<file path="src/rtl/txq_pkg.sv">
package txq_pkg;
  typedef enum logic {ST_IDLE = 1'b0, ST_RUN = 1'b1} txq_state_e;
  localparam int BYTE_W = 8;
  localparam int PART_W = 3;
endpackage

</file>
<file path="src/rtl/txq_regs.sv">
module txq_regs #(
  parameter int ADDR_W   = 8,
  parameter int LEN_W    = 12,
  parameter logic [ADDR_W-1:0] A_PULSE = 8'h1C,
  parameter logic [ADDR_W-1:0] A_LENH  = 8'h1D,
  parameter logic [ADDR_W-1:0] A_LENL  = 8'h1E,
  parameter logic [ADDR_W-1:0] A_FIFO  = 8'h1F
) (
  input  logic              clk,
  input  logic              rst,
  input  logic              wr_en,
  input  logic [ADDR_W-1:0] wr_addr,
  input  logic [7:0]        wr_data,
  output logic              fifo_wr,
  output logic [LEN_W-1:0]  len_bytes,
  output logic [2:0]        part_bits,
  output logic [7:0]        pulse_cycles,
  output logic              pulse_dflt
);
  logic [7:0] len_hi, len_lo;

  always_ff @(posedge clk) begin
    if (rst) begin
      len_hi       <= '0;
      len_lo       <= '0;
      pulse_cycles <= '0;
      pulse_dflt   <= 1'b1;
    end else if (wr_en) begin
      if (wr_addr == A_LENH) len_hi <= wr_data;
      if (wr_addr == A_LENL) len_lo <= wr_data;
      if (wr_addr == A_PULSE) begin
        pulse_cycles <= wr_data;
        pulse_dflt   <= (wr_data == 8'd0);
      end
    end
  end

  assign fifo_wr   = wr_en && (wr_addr == A_FIFO);
  assign len_bytes = LEN_W'({len_hi, len_lo[7:4]});
  assign part_bits = len_lo[0] ? len_lo[3:1] : 3'd0;


  pulse_flag_chk: assert property (@(posedge clk) disable iff (rst)
    pulse_dflt == (pulse_cycles == 8'd0));
endmodule

</file>
<file path="src/rtl/txq_fifo.sv">
module txq_fifo #(
  parameter int DEPTH = 12,
  parameter int W     = 8,
  localparam int PTR_W = (DEPTH > 1) ? $clog2(DEPTH) : 1,
  localparam int LVL_W = $clog2(DEPTH + 1)
) (
  input  logic             clk,
  input  logic             rst,
  input  logic             flush,
  input  logic             wr,
  input  logic [W-1:0]     wdata,
  input  logic             rd,
  output logic [W-1:0]     rdata,
  output logic [LVL_W-1:0] level,
  output logic             empty,
  output logic             ovf
);
  logic [W-1:0]     mem [DEPTH];
  logic [PTR_W-1:0] wptr, rptr;
  logic             full, do_wr, do_rd;

  function automatic logic [PTR_W-1:0] bump(input logic [PTR_W-1:0] p);
    return (p == PTR_W'(DEPTH - 1)) ? '0 : p + 1'b1;
  endfunction

  assign full  = (level == LVL_W'(DEPTH));
  assign empty = (level == '0);
  assign do_wr = wr && !full && !flush;
  assign do_rd = rd && !empty && !flush;
  assign rdata = mem[rptr];

  always_ff @(posedge clk) begin
    if (do_wr) mem[wptr] <= wdata;
  end

  always_ff @(posedge clk) begin
    if (rst || flush) begin
      wptr  <= '0;
      rptr  <= '0;
      level <= '0;
    end else begin
      if (do_wr) wptr <= bump(wptr);
      if (do_rd) rptr <= bump(rptr);
      level <= level + LVL_W'(do_wr) - LVL_W'(do_rd);
    end
  end

  always_ff @(posedge clk) begin
    if (rst || flush)  ovf <= 1'b0;
    else if (wr && full) ovf <= 1'b1;
  end


  ovf_set_chk: assert property (@(posedge clk) disable iff (rst)
    (wr && full && !flush) |=> ovf);

  level_bound_chk: assert property (@(posedge clk) disable iff (rst)
    level <= LVL_W'(DEPTH));

  flush_empty_chk: assert property (@(posedge clk) disable iff (rst)
    flush |=> (empty && !ovf));
endmodule

</file>
<file path="src/rtl/txq_ser.sv">
module txq_ser
  import txq_pkg::*;
#(
  parameter int LEN_W     = 12,
  parameter int DEPTH     = 12,
  parameter int LOW_MARK  = 3,
  localparam int LVL_W  = $clog2(DEPTH + 1),
  localparam int LEFT_W = LEN_W + 1
) (
  input  logic             clk,
  input  logic             rst,
  input  logic             flush,
  input  logic             start,
  input  logic [LEN_W-1:0] len_bytes,
  input  logic [2:0]       part_bits,
  input  logic [LVL_W-1:0] fifo_level,
  input  logic             fifo_empty,
  input  logic [7:0]       fifo_rdata,
  output logic             fifo_rd,
  input  logic             bit_req,
  output logic             bit_vld,
  output logic             bit_out,
  output logic             bit_last,
  output logic             busy,
  output logic             irq_low,
  output logic             irq_done,
  output logic             err_under
);
  txq_state_e        state;
  logic [LEFT_W-1:0] left, total_units;
  logic [7:0]        sh_reg;
  logic [3:0]        sh_cnt, this_bits;
  logic [2:0]        last_part;
  logic              serve, need_byte, nxt_bit, is_last, low_hit;

  assign busy        = (state == ST_RUN);
  assign total_units = LEFT_W'(len_bytes) + LEFT_W'(part_bits != 3'd0);
  assign serve       = busy && bit_req && !flush;
  assign need_byte   = (sh_cnt == 4'd0);
  assign this_bits   = (left == LEFT_W'(1) && last_part != 3'd0) ? {1'b0, last_part} : 4'd8;
  assign fifo_rd     = serve && need_byte && !fifo_empty;
  assign nxt_bit     = need_byte ? fifo_rdata[0] : sh_reg[0];
  assign is_last     = need_byte ? (left == LEFT_W'(1) && this_bits == 4'd1)
                                 : (left == '0 && sh_cnt == 4'd1);
  assign low_hit     = fifo_rd && (fifo_level == LVL_W'(LOW_MARK + 1))
                       && (left > LEFT_W'(LOW_MARK + 1));

  always_ff @(posedge clk) begin
    if (rst) begin
      state <= ST_IDLE; left <= '0; sh_reg <= '0; sh_cnt <= '0; last_part <= '0;
      bit_vld <= 1'b0; bit_out <= 1'b0; bit_last <= 1'b0;
      irq_low <= 1'b0; irq_done <= 1'b0; err_under <= 1'b0;
    end else begin
      bit_vld  <= 1'b0;
      irq_low  <= 1'b0;
      irq_done <= bit_vld && bit_last;
      if (flush) begin
        state <= ST_IDLE; left <= '0; sh_cnt <= '0; err_under <= 1'b0;
      end else if (!busy) begin
        if (start && total_units != '0) begin
          state     <= ST_RUN;
          left      <= total_units;
          last_part <= part_bits;
          sh_cnt    <= '0;
        end
      end else if (serve) begin
        if (need_byte && fifo_empty) begin
          err_under <= 1'b1;
          state     <= ST_IDLE;
        end else begin
          bit_vld  <= 1'b1;
          bit_out  <= nxt_bit;
          bit_last <= is_last;
          irq_low  <= low_hit;
          if (need_byte) begin
            sh_reg <= fifo_rdata >> 1;
            sh_cnt <= this_bits - 4'd1;
            left   <= left - 1'b1;
          end else begin
            sh_reg <= sh_reg >> 1;
            sh_cnt <= sh_cnt - 4'd1;
          end
          if (is_last) state <= ST_IDLE;
        end
      end
    end
  end


  vld_after_req_chk: assert property (@(posedge clk) disable iff (rst)
    bit_vld |-> $past(bit_req));

  done_after_last_chk: assert property (@(posedge clk) disable iff (rst)
    irq_done |-> ($past(bit_vld && bit_last) && !busy));

  under_stops_chk: assert property (@(posedge clk) disable iff (rst)
    $rose(err_under) |-> (!busy && !bit_vld));

  low_with_bit_chk: assert property (@(posedge clk) disable iff (rst)
    irq_low |-> bit_vld);
endmodule

</file>
<file path="src/rtl/txq_ctrl.sv">
module txq_ctrl #(
  parameter int DEPTH    = 12,
  parameter int LEN_W    = 12,
  parameter int LOW_MARK = 3,
  localparam int LVL_W   = $clog2(DEPTH + 1)
) (
  input  logic       clk,
  input  logic       rst,
  input  logic       wr_en,
  input  logic [7:0] wr_addr,
  input  logic [7:0] wr_data,
  input  logic       cmd_flush,
  input  logic       bit_req,
  output logic       bit_vld,
  output logic       bit_out,
  output logic       bit_last,
  output logic       busy,
  output logic       irq_low,
  output logic       irq_done,
  output logic       err_overflow,
  output logic       err_underrun,
  output logic [7:0] pulse_cycles,
  output logic       pulse_dflt
);
  logic             fifo_wr, fifo_rd, fifo_empty;
  logic [LEN_W-1:0] len_bytes;
  logic [2:0]       part_bits;
  logic [7:0]       fifo_rdata;
  logic [LVL_W-1:0] fifo_level;

  txq_regs #(.ADDR_W(8), .LEN_W(LEN_W)) u_regs (
    .clk, .rst, .wr_en, .wr_addr, .wr_data,
    .fifo_wr, .len_bytes, .part_bits, .pulse_cycles, .pulse_dflt
  );

  txq_fifo #(.DEPTH(DEPTH), .W(8)) u_fifo (
    .clk, .rst, .flush(cmd_flush), .wr(fifo_wr), .wdata(wr_data),
    .rd(fifo_rd), .rdata(fifo_rdata), .level(fifo_level),
    .empty(fifo_empty), .ovf(err_overflow)
  );

  txq_ser #(.LEN_W(LEN_W), .DEPTH(DEPTH), .LOW_MARK(LOW_MARK)) u_ser (
    .clk, .rst, .flush(cmd_flush), .start(fifo_wr),
    .len_bytes, .part_bits, .fifo_level, .fifo_empty, .fifo_rdata, .fifo_rd,
    .bit_req, .bit_vld, .bit_out, .bit_last, .busy,
    .irq_low, .irq_done, .err_under(err_underrun)
  );
endmodule

</file>
<file path="config.mk">
export PLATFORM = sky130hd
export DESIGN_NAME = txq_ctrl
export DESIGN_NICKNAME = d
export VERILOG_FILES = /design/src/rtl/txq_pkg.sv /design/src/rtl/txq_regs.sv /design/src/rtl/txq_fifo.sv /design/src/rtl/txq_ser.sv /design/src/rtl/txq_ctrl.sv
export SDC_FILE = /design/constraint.sdc
export NUM_CORES = 1
export LEC_CHECK = 0
export BUFFER_PORTS_ARGS = -buffer_cell sky130_fd_sc_hd__buf_4
export CORE_ASPECT_RATIO = 1.75
export CORE_MARGIN = 3
export CORE_UTILIZATION = 40
export CTS_BUF_LIST = sky130_fd_sc_hd__clkbuf_16
export DETAILED_ROUTE_END_ITERATION = 8
export PLACE_DENSITY = 0.66
export SETUP_SLACK_MARGIN = 0.02
export SLEW_MARGIN = 40
export SYNTH_ARGS = -nofsm -noshare
export SYNTH_HDL_FRONTEND = slang
export SYNTH_SLANG_ARGS = --single-unit
export TNS_END_PERCENT = 50
</file>
<file path="constraint.sdc">
create_clock -name clk -period 3.2 [get_ports clk]
set_input_delay 0.96 -clock clk [delete_from_list [all_inputs] [get_ports clk]]
set_output_delay 0.96 -clock clk [all_outputs]
set_load 0.03 [all_outputs]
</file>
After elaboration in Yosys (flattened, before gate mapping)

Memory sizes are Yosys's and may differ from the RTL's. A register that Yosys moved wholly into a read port is not among the register bits.
Cells that the tools add are included.

Add/subtract/negate cells: 8
Magnitude comparators: 1
Equality and inequality tests: 14
Mux-type cells: 27
Bitwise logic cells: 4
Reduce and logical (&&, ||, !) cells: 41

Operators with widths:

| operator                | count |
|---|---|
| $mux W13                | 5 |
| $mux W4                 | 10 |
| $eq A8 B5 Y1 const B    | 4 |
| $logic_and A1 B1 Y1     | 18 |
| $add A12 B1 Y13         | 1 |
| $eq A13 B1 Y1 const B   | 1 |
| $gt A13 B3 Y1 const B   | 1 |
| $logic_not A13 Y1       | 1 |
| $reduce_bool A13 Y1     | 1 |
| $sub A13 B1 Y13 const B | 1 |
| $eq A4 B4 Y1 const B    | 3 |
| $mux W1                 | 10 |
| $reduce_and A3 Y1       | 3 |
| $add A4 B1 Y4 const B   | 2 |
| $eq A4 B1 Y1 const B    | 2 |
| $logic_not A4 Y1        | 2 |
| $logic_not A8 Y1        | 1 |
| $reduce_and A4 Y1       | 2 |
| $sub A4 B1 Y4 const B   | 2 |
| $mux W7                 | 1 |
| $ne A2 B2 Y1 const B    | 3 |
| $reduce_and A2 Y1       | 3 |
| $reduce_bool A3 Y1      | 2 |
| $reduce_or A5 Y1        | 1 |
| 10 further kinds        | 15 |

Register bits after elaboration: 73
Bits in writable memories: 96
Input bits: 21
Memories kept: 1

Memories:

| memory     | depth | bits a word | read ports | clocked after memory_dff | wr ports | RTL line       | text |
|---|---|---|---|---|---|---|---|
| u_fifo.mem | 12    | 8           | 1          | 1                        | 1        | txq_fifo.sv:18 | `logic [W-1:0] mem [DEPTH];` |

Depth between registers and ports, before layout

Word-level depth: 10
Mapped depth: 12

Hierarchy

From an unflattened synthesis, not the netlist that was laid out.

Cell total of the unflattened synthesis: 710
Area total of the unflattened synthesis: 8206.6 µm²

Modules (own cells, without submodules):

| module   | times used | cells an instance | area each (µm²) | sequential area each (µm²) |
|---|---|---|---|---|
| txq_fifo | 1          | 282               | 4623.2          | 3223.1 |
| txq_ser  | 1          | 318               | 2448.6          | 680.7 |
| txq_regs | 1          | 110               | 1134.8          | 500.5 |

Worst setup path after synthesis

OpenSTA, ideal clock, no wires.

Path type: input to register
From: in wr_addr[7]
To: mem u_fifo.mem[11][0], enable pin
Arrival: 2.827 ns
Required time: 2.817 ns
Setup slack: -0.011 ns
Cell stages on the path: 6
Cell sequence: nor4bb_1 > and4b_1 > nand3_1 > or3_1 > clkbuf_1 > nor3_1

Word-level cells in the longest chain between the ends: 6

Ends and longest elaborated chain:

| element                          | RTL line       | text |
|---|---|---|
| start, declared                  | txq_ctrl.sv:10 | `input logic [7:0] wr_addr,` |
| $eq A8 B5 Y1                     | txq_regs.sv:38 | `assign fifo_wr = wr_en && (wr_addr == A_FIFO);` |
| $logic_and A1 B1 Y1              | txq_regs.sv:38 |  |
| $logic_and A1 B1 Y1 (2 in a row) | txq_fifo.sv:28 | `assign do_wr = wr && !full && !flush;` |
| $mux W1                          | txq_fifo.sv:33 | `if (do_wr) mem[wptr] <= wdata;` |
| $mux W1 (not written as such)    | txq_fifo.sv:33 |  |
| end, declared                    | txq_fifo.sv:18 |  |

No other way between the ends.

Worst setup path in the final report

From: reg u_regs.len_lo[0]
To: reg u_ser.last_part[0]

Word-level cells in the longest chain between the ends: 6

Ends and longest elaborated chain:

| element                     | RTL line       | text |
|---|---|---|
| start, declared             | txq_regs.sv:20 | `logic [7:0] len_hi, len_lo;` |
| start signal, assigned      | txq_regs.sv:30 | `if (wr_addr == A_LENL) len_lo <= wr_data;` |
| $mux W3 (*)                 | txq_regs.sv:40 | `assign part_bits = len_lo[0] ? len_lo[3:1] : 3'd0;` |
| $reduce_bool A3 Y1          | txq_ser.sv:37  | `assign total_units = LEFT_W'(len_bytes) + LEFT_W'(part_bits != 3'd0);` |
| $add A12 B1 Y13             | txq_ser.sv:37  |  |
| $reduce_bool A13 Y1         | txq_ser.sv:60  | `if (start && total_units != '0) begin` |
| $logic_and A1 B1 Y1         | txq_ser.sv:60  |  |
| $reduce_and A3 Y1 (no line) | n/a            |  |
| end signal, assigned        | txq_ser.sv:63  | `last_part <= part_bits;` |
| end, declared               | txq_ser.sv:33  | `logic [2:0] last_part;` |

Every way passes the cells marked *; elsewhere a longest branch is shown, timed or not.
A chain may end at the register's enable or synchronous reset.

==> metrics.md <==
| Metric | Value |
|---|---|
| Yosys Warn Count | 0 |
| Die height | 191.1 µm |
| Netlist cell types | 69 |
| Mux cell area share after synthesis | 10.61% |
| Area grow syn2layout | 18.66% |
| GR Util met2 | 37.48% |
| DR DRC count | 0 |
| Fin crit share | 91.96% |
| Avg Cell Area, Syn | 11.62 µm² |
| Pwr dens | 481.5 nW/µm² |
| Post-Syn Area | 7834 µm² |
| Adder-Cell Fraction of Synth Area | 3.610% |
| FF+latch count, synth | 172 |
| CTS Hold Buffers Added | 0 |
| Reg2reg path depth | 11 |
| Non-Filler Instances | 1000 |
| Area contributors post-synth | edfxtp_1 (37%), dfxtp_1 (19%), mux4_2 (6.9%) |
| Sequential area share after synthesis | 56.22% |
| Worst r2r dst | u_ser.last_part[0] |
| Grt peak-use layer | met2 |
| Final setup margin | 0.2574 ns |
| Syn_nets | 717 |
| Worst Path Class, Setup | flop to flop |
| Vias per cell | 5.533 |
| Post-synth top area share | 36.80% |
| Chip width | 111.8 µm |
| Postcts setup bufs | 0 |
| Post-synthesis simple-gate area fraction | 15.72% |
| Met1 Use GR | 17.96% |
| Synth Area in XOR/XNOR | 2.012% |
| Largest net degree at the start of global routing | 44 |
| Post-synth ARST share | 0% |
| Initial Util | 40.81% |
| Synthesized instance count | 674 |
| Top-count cell post-synth | edfxtp_1 |
| CTS tree | done |
| Outcome | finished clean |
| DR iter-0 viols | 303 |
| Initial antenna violation count | 0 |
| Placed Area | 8692 µm² |
| Final hold violation count | 0 |
| Avg WL per Cell | 19.52 µm |
| Switching part of the total | 20.65% |
| Worst vdd ir | 0.0003682 V |
| Fmax | 0.3398 GHz |
| Max incr delay on CP | 0.54 ns |
| Hold Path Class | flop to flop |
| Setup WS pre-CTS | -0.1909 ns |
| First drt pass iteration count | 5 |
| Crit path arrival time | 3.24 ns |
| Final setup skew | 0.007476 ns |
| Die area | 21360 µm² |
| Clock sinks | 172 |
| N_diodes | 0 |
| CTS H-tree lvls | 4 |
| Longest Clk Path Bufs | 2 |
| FP Rows | 67 |
| Worst Setup End Kind | flop |
| Post-route cell area | 9295 µm² |
| # setup viols final | 0 |
| Fin. max-slew vios | 0 |
| Post-synth top flop | edfxtp_1 |
| Share of cells above drive strength 1 | 21.34% |
| Crit path to | u_ser.last_part[0] |
| Crit-path slowest cell | or4_1 |
| GRT Overall Usage | 18.79% |
| Commonest cells post-synth | edfxtp_1 (96), dfxtp_1 (76), nand2_1 (74) |
| Start of the worst register-to-register path | u_regs.len_lo[0] |
| Combinational group share of total power | 1.8% |
| Post-layout net count | 789 |
| DP Wirelength | 14280 µm |
| Number of flops mapped to enable cells by yosys | 96 |
| Startpoint types | flop |
| Final ANT Viol Nets | 0 |
| First-pass GRT wire length | 30530 µm |
| Clock group share of total power | 46.1% |
| Slew headroom | 52.25% |
| Reg clk slew, reported paths | 0.07 ns |
| Yosys top cell by area | edfxtp_1 |
| Worst-margin pin slew | 0.7153 ns |
| Share of power burned in registers | 52.0% |
| IO Count | 38 |
| GR Util met3 | 2.629% |
| Crit-path max FO | 5 |
| Total Wirelength | 19520 µm |
| Max reg flops | 96 |
| FF-to-FF setup slack | 0.26 ns |
| Number of max-cap violations | 0 |
| Final Critical Period | 2.943 ns |
| Largest family of logic cells by synthesized area | simple AND/OR/NAND/NOR gates |
| Synth Area in Compound Gates | 8.753% |
| Clk_lat worst skew | 0.42 ns |
| CTS root buffer | clkbuf_16 |
| Internal power | 3.552 mW |
| LEAKAGE | 3.329 nW |
| Reg with most FFs | u_fifo.mem |
| Vias in the first global route | 5783 |
| CTS Buf Count | 17 |
| Grt ovf | 0 |
| Placeable Area | 19200 µm² |
| Vias | 5533 |
| CP startpoint | u_regs.len_lo[0] |
| Placed cell count | 968 |
| Largest registers | u_fifo.mem: 96 flops, u_ser.left: 13 flops |
| RePlAce Congestion | 0.8646 |
| RSZ-0062 raised after global routing | no |
| Data required time at the worst endpoint | 3.50 ns |
| Switching power | 0.9243 mW |
| # port buffers | 37 |
| CP Cell Sequence | o31a_1 -> ha_1 -> ha_2 -> nand4_1 -> nor4b_2 -> o2111ai_1 -> or4_1 -> buf_4 -> nand2_1 -> nor2_1 -> mux2i_1 |
critical path: cells and delay by family, from the launching register on:
| family | cells | cell delay (ns) |
|---|---|---|
| compound gates | 2 | 0.29 |
| fa+ha+maj | 2 | 0.47 |
| buf+inv | 1 | 0.21 |
| flops | 1 | 0.40 |
| mux | 1 | 0.14 |
| simple gates | 5 | 1.29 |
per-layer routing:
metal / up-vias / routed length, µm / part of all wire (%)
met2: 136 / 11390 / 58
met1: 2732 / 6813 / 35
met3: 42 / 493 / 2.5
met5: - / 0 / 0
li1: 2623 / - / -
met4: 0 / 828 / 4.2
worst min-delay path by stage:
stage / start / endpoint / slack (ns) / cells after the start
final: u_regs.pulse_cycles[2] / u_regs.pulse_cycles[2] / 0.46 / 2
after global routing: u_regs.pulse_cycles[1] / u_regs.pulse_cycles[1] / 0.48 / 2
after CTS: u_regs.pulse_cycles[1] / u_regs.pulse_cycles[1] / 0.47 / 2
after detailed placement: u_regs.pulse_cycles[1] / u_regs.pulse_cycles[1] / 0.46 / 2
after global placement: u_regs.pulse_cycles[0] / u_regs.pulse_cycles[0] / 0.44 / 2
after floorplan: u_ser.left[11] / u_ser.left[11] / 0.45 / 2
cells in the final DEF, fill, tap and decap left out, drive strengths merged, types with 22 or more instances in the layout:
| cell | count |
|---|---|
| edfxtp | 96 |
| nand2 | 76 |
| a21oi | 40 |
| o21ai | 22 |
| mux4 | 24 |
| inv | 29 |
| mux2i | 29 |
| dfxtp | 76 |
| nor2 | 65 |
| buf | 88 |
kinds of logic after synthesis:
kind of cell               after synthesis
xor gates and xnor gates                18
adders and majority gates               22
AOI/OAI and AO/OA                      106
buffers and inverters                   57
and+or+nand+nor                        246
DFF                                    172
muxes                                   53
layout make-up:
| cell class | count | area (µm²) |
|---|---|---|
| Multi-Input combinational cell | 445 | 3202 |
| Inverter | 22 | 82.58 |
| Clock buffer | 18 | 450.4 |
| Clock inverter | 14 | 143.9 |
| Sequential cell | 172 | 4404 |
| Tap cell | 241 | 301.5 |
| Timing Repair Buffer | 88 | 710.7 |
| Fill cell | 1666 | 9902 |
power groups by stage:
stage	sequential, mW	clock, mW	combinational (mW)
floorplan	2.38	0	0.0221
global placement	2.38	0	0.0818
detailed placement	2.38	0	0.0824
CTS	2.33	2.10	0.0825
global route	2.33	2.19	0.0886
finish	2.33	2.07	0.0820
stage by stage:
step	utilization [%]	setup TNS, ns	power, mW	hold slack [ns]
finish	48.42	0	4.476	0.4640
global route	48.42	0	4.604	0.4822
CTS	48.37	0	4.508	0.4685
detailed placement	45.28	-11.79	2.460	0.4589
global placement	45.28	-2.116	2.459	0.4425
floorplan	-	0	2.400	0.4535
repair_timing:
action	CTS	global route
setup endpoints to repair	0	11
endpoints found under the hold margin	0	0
gates resized for setup	0	3
(Power assumes the default switching activity.)
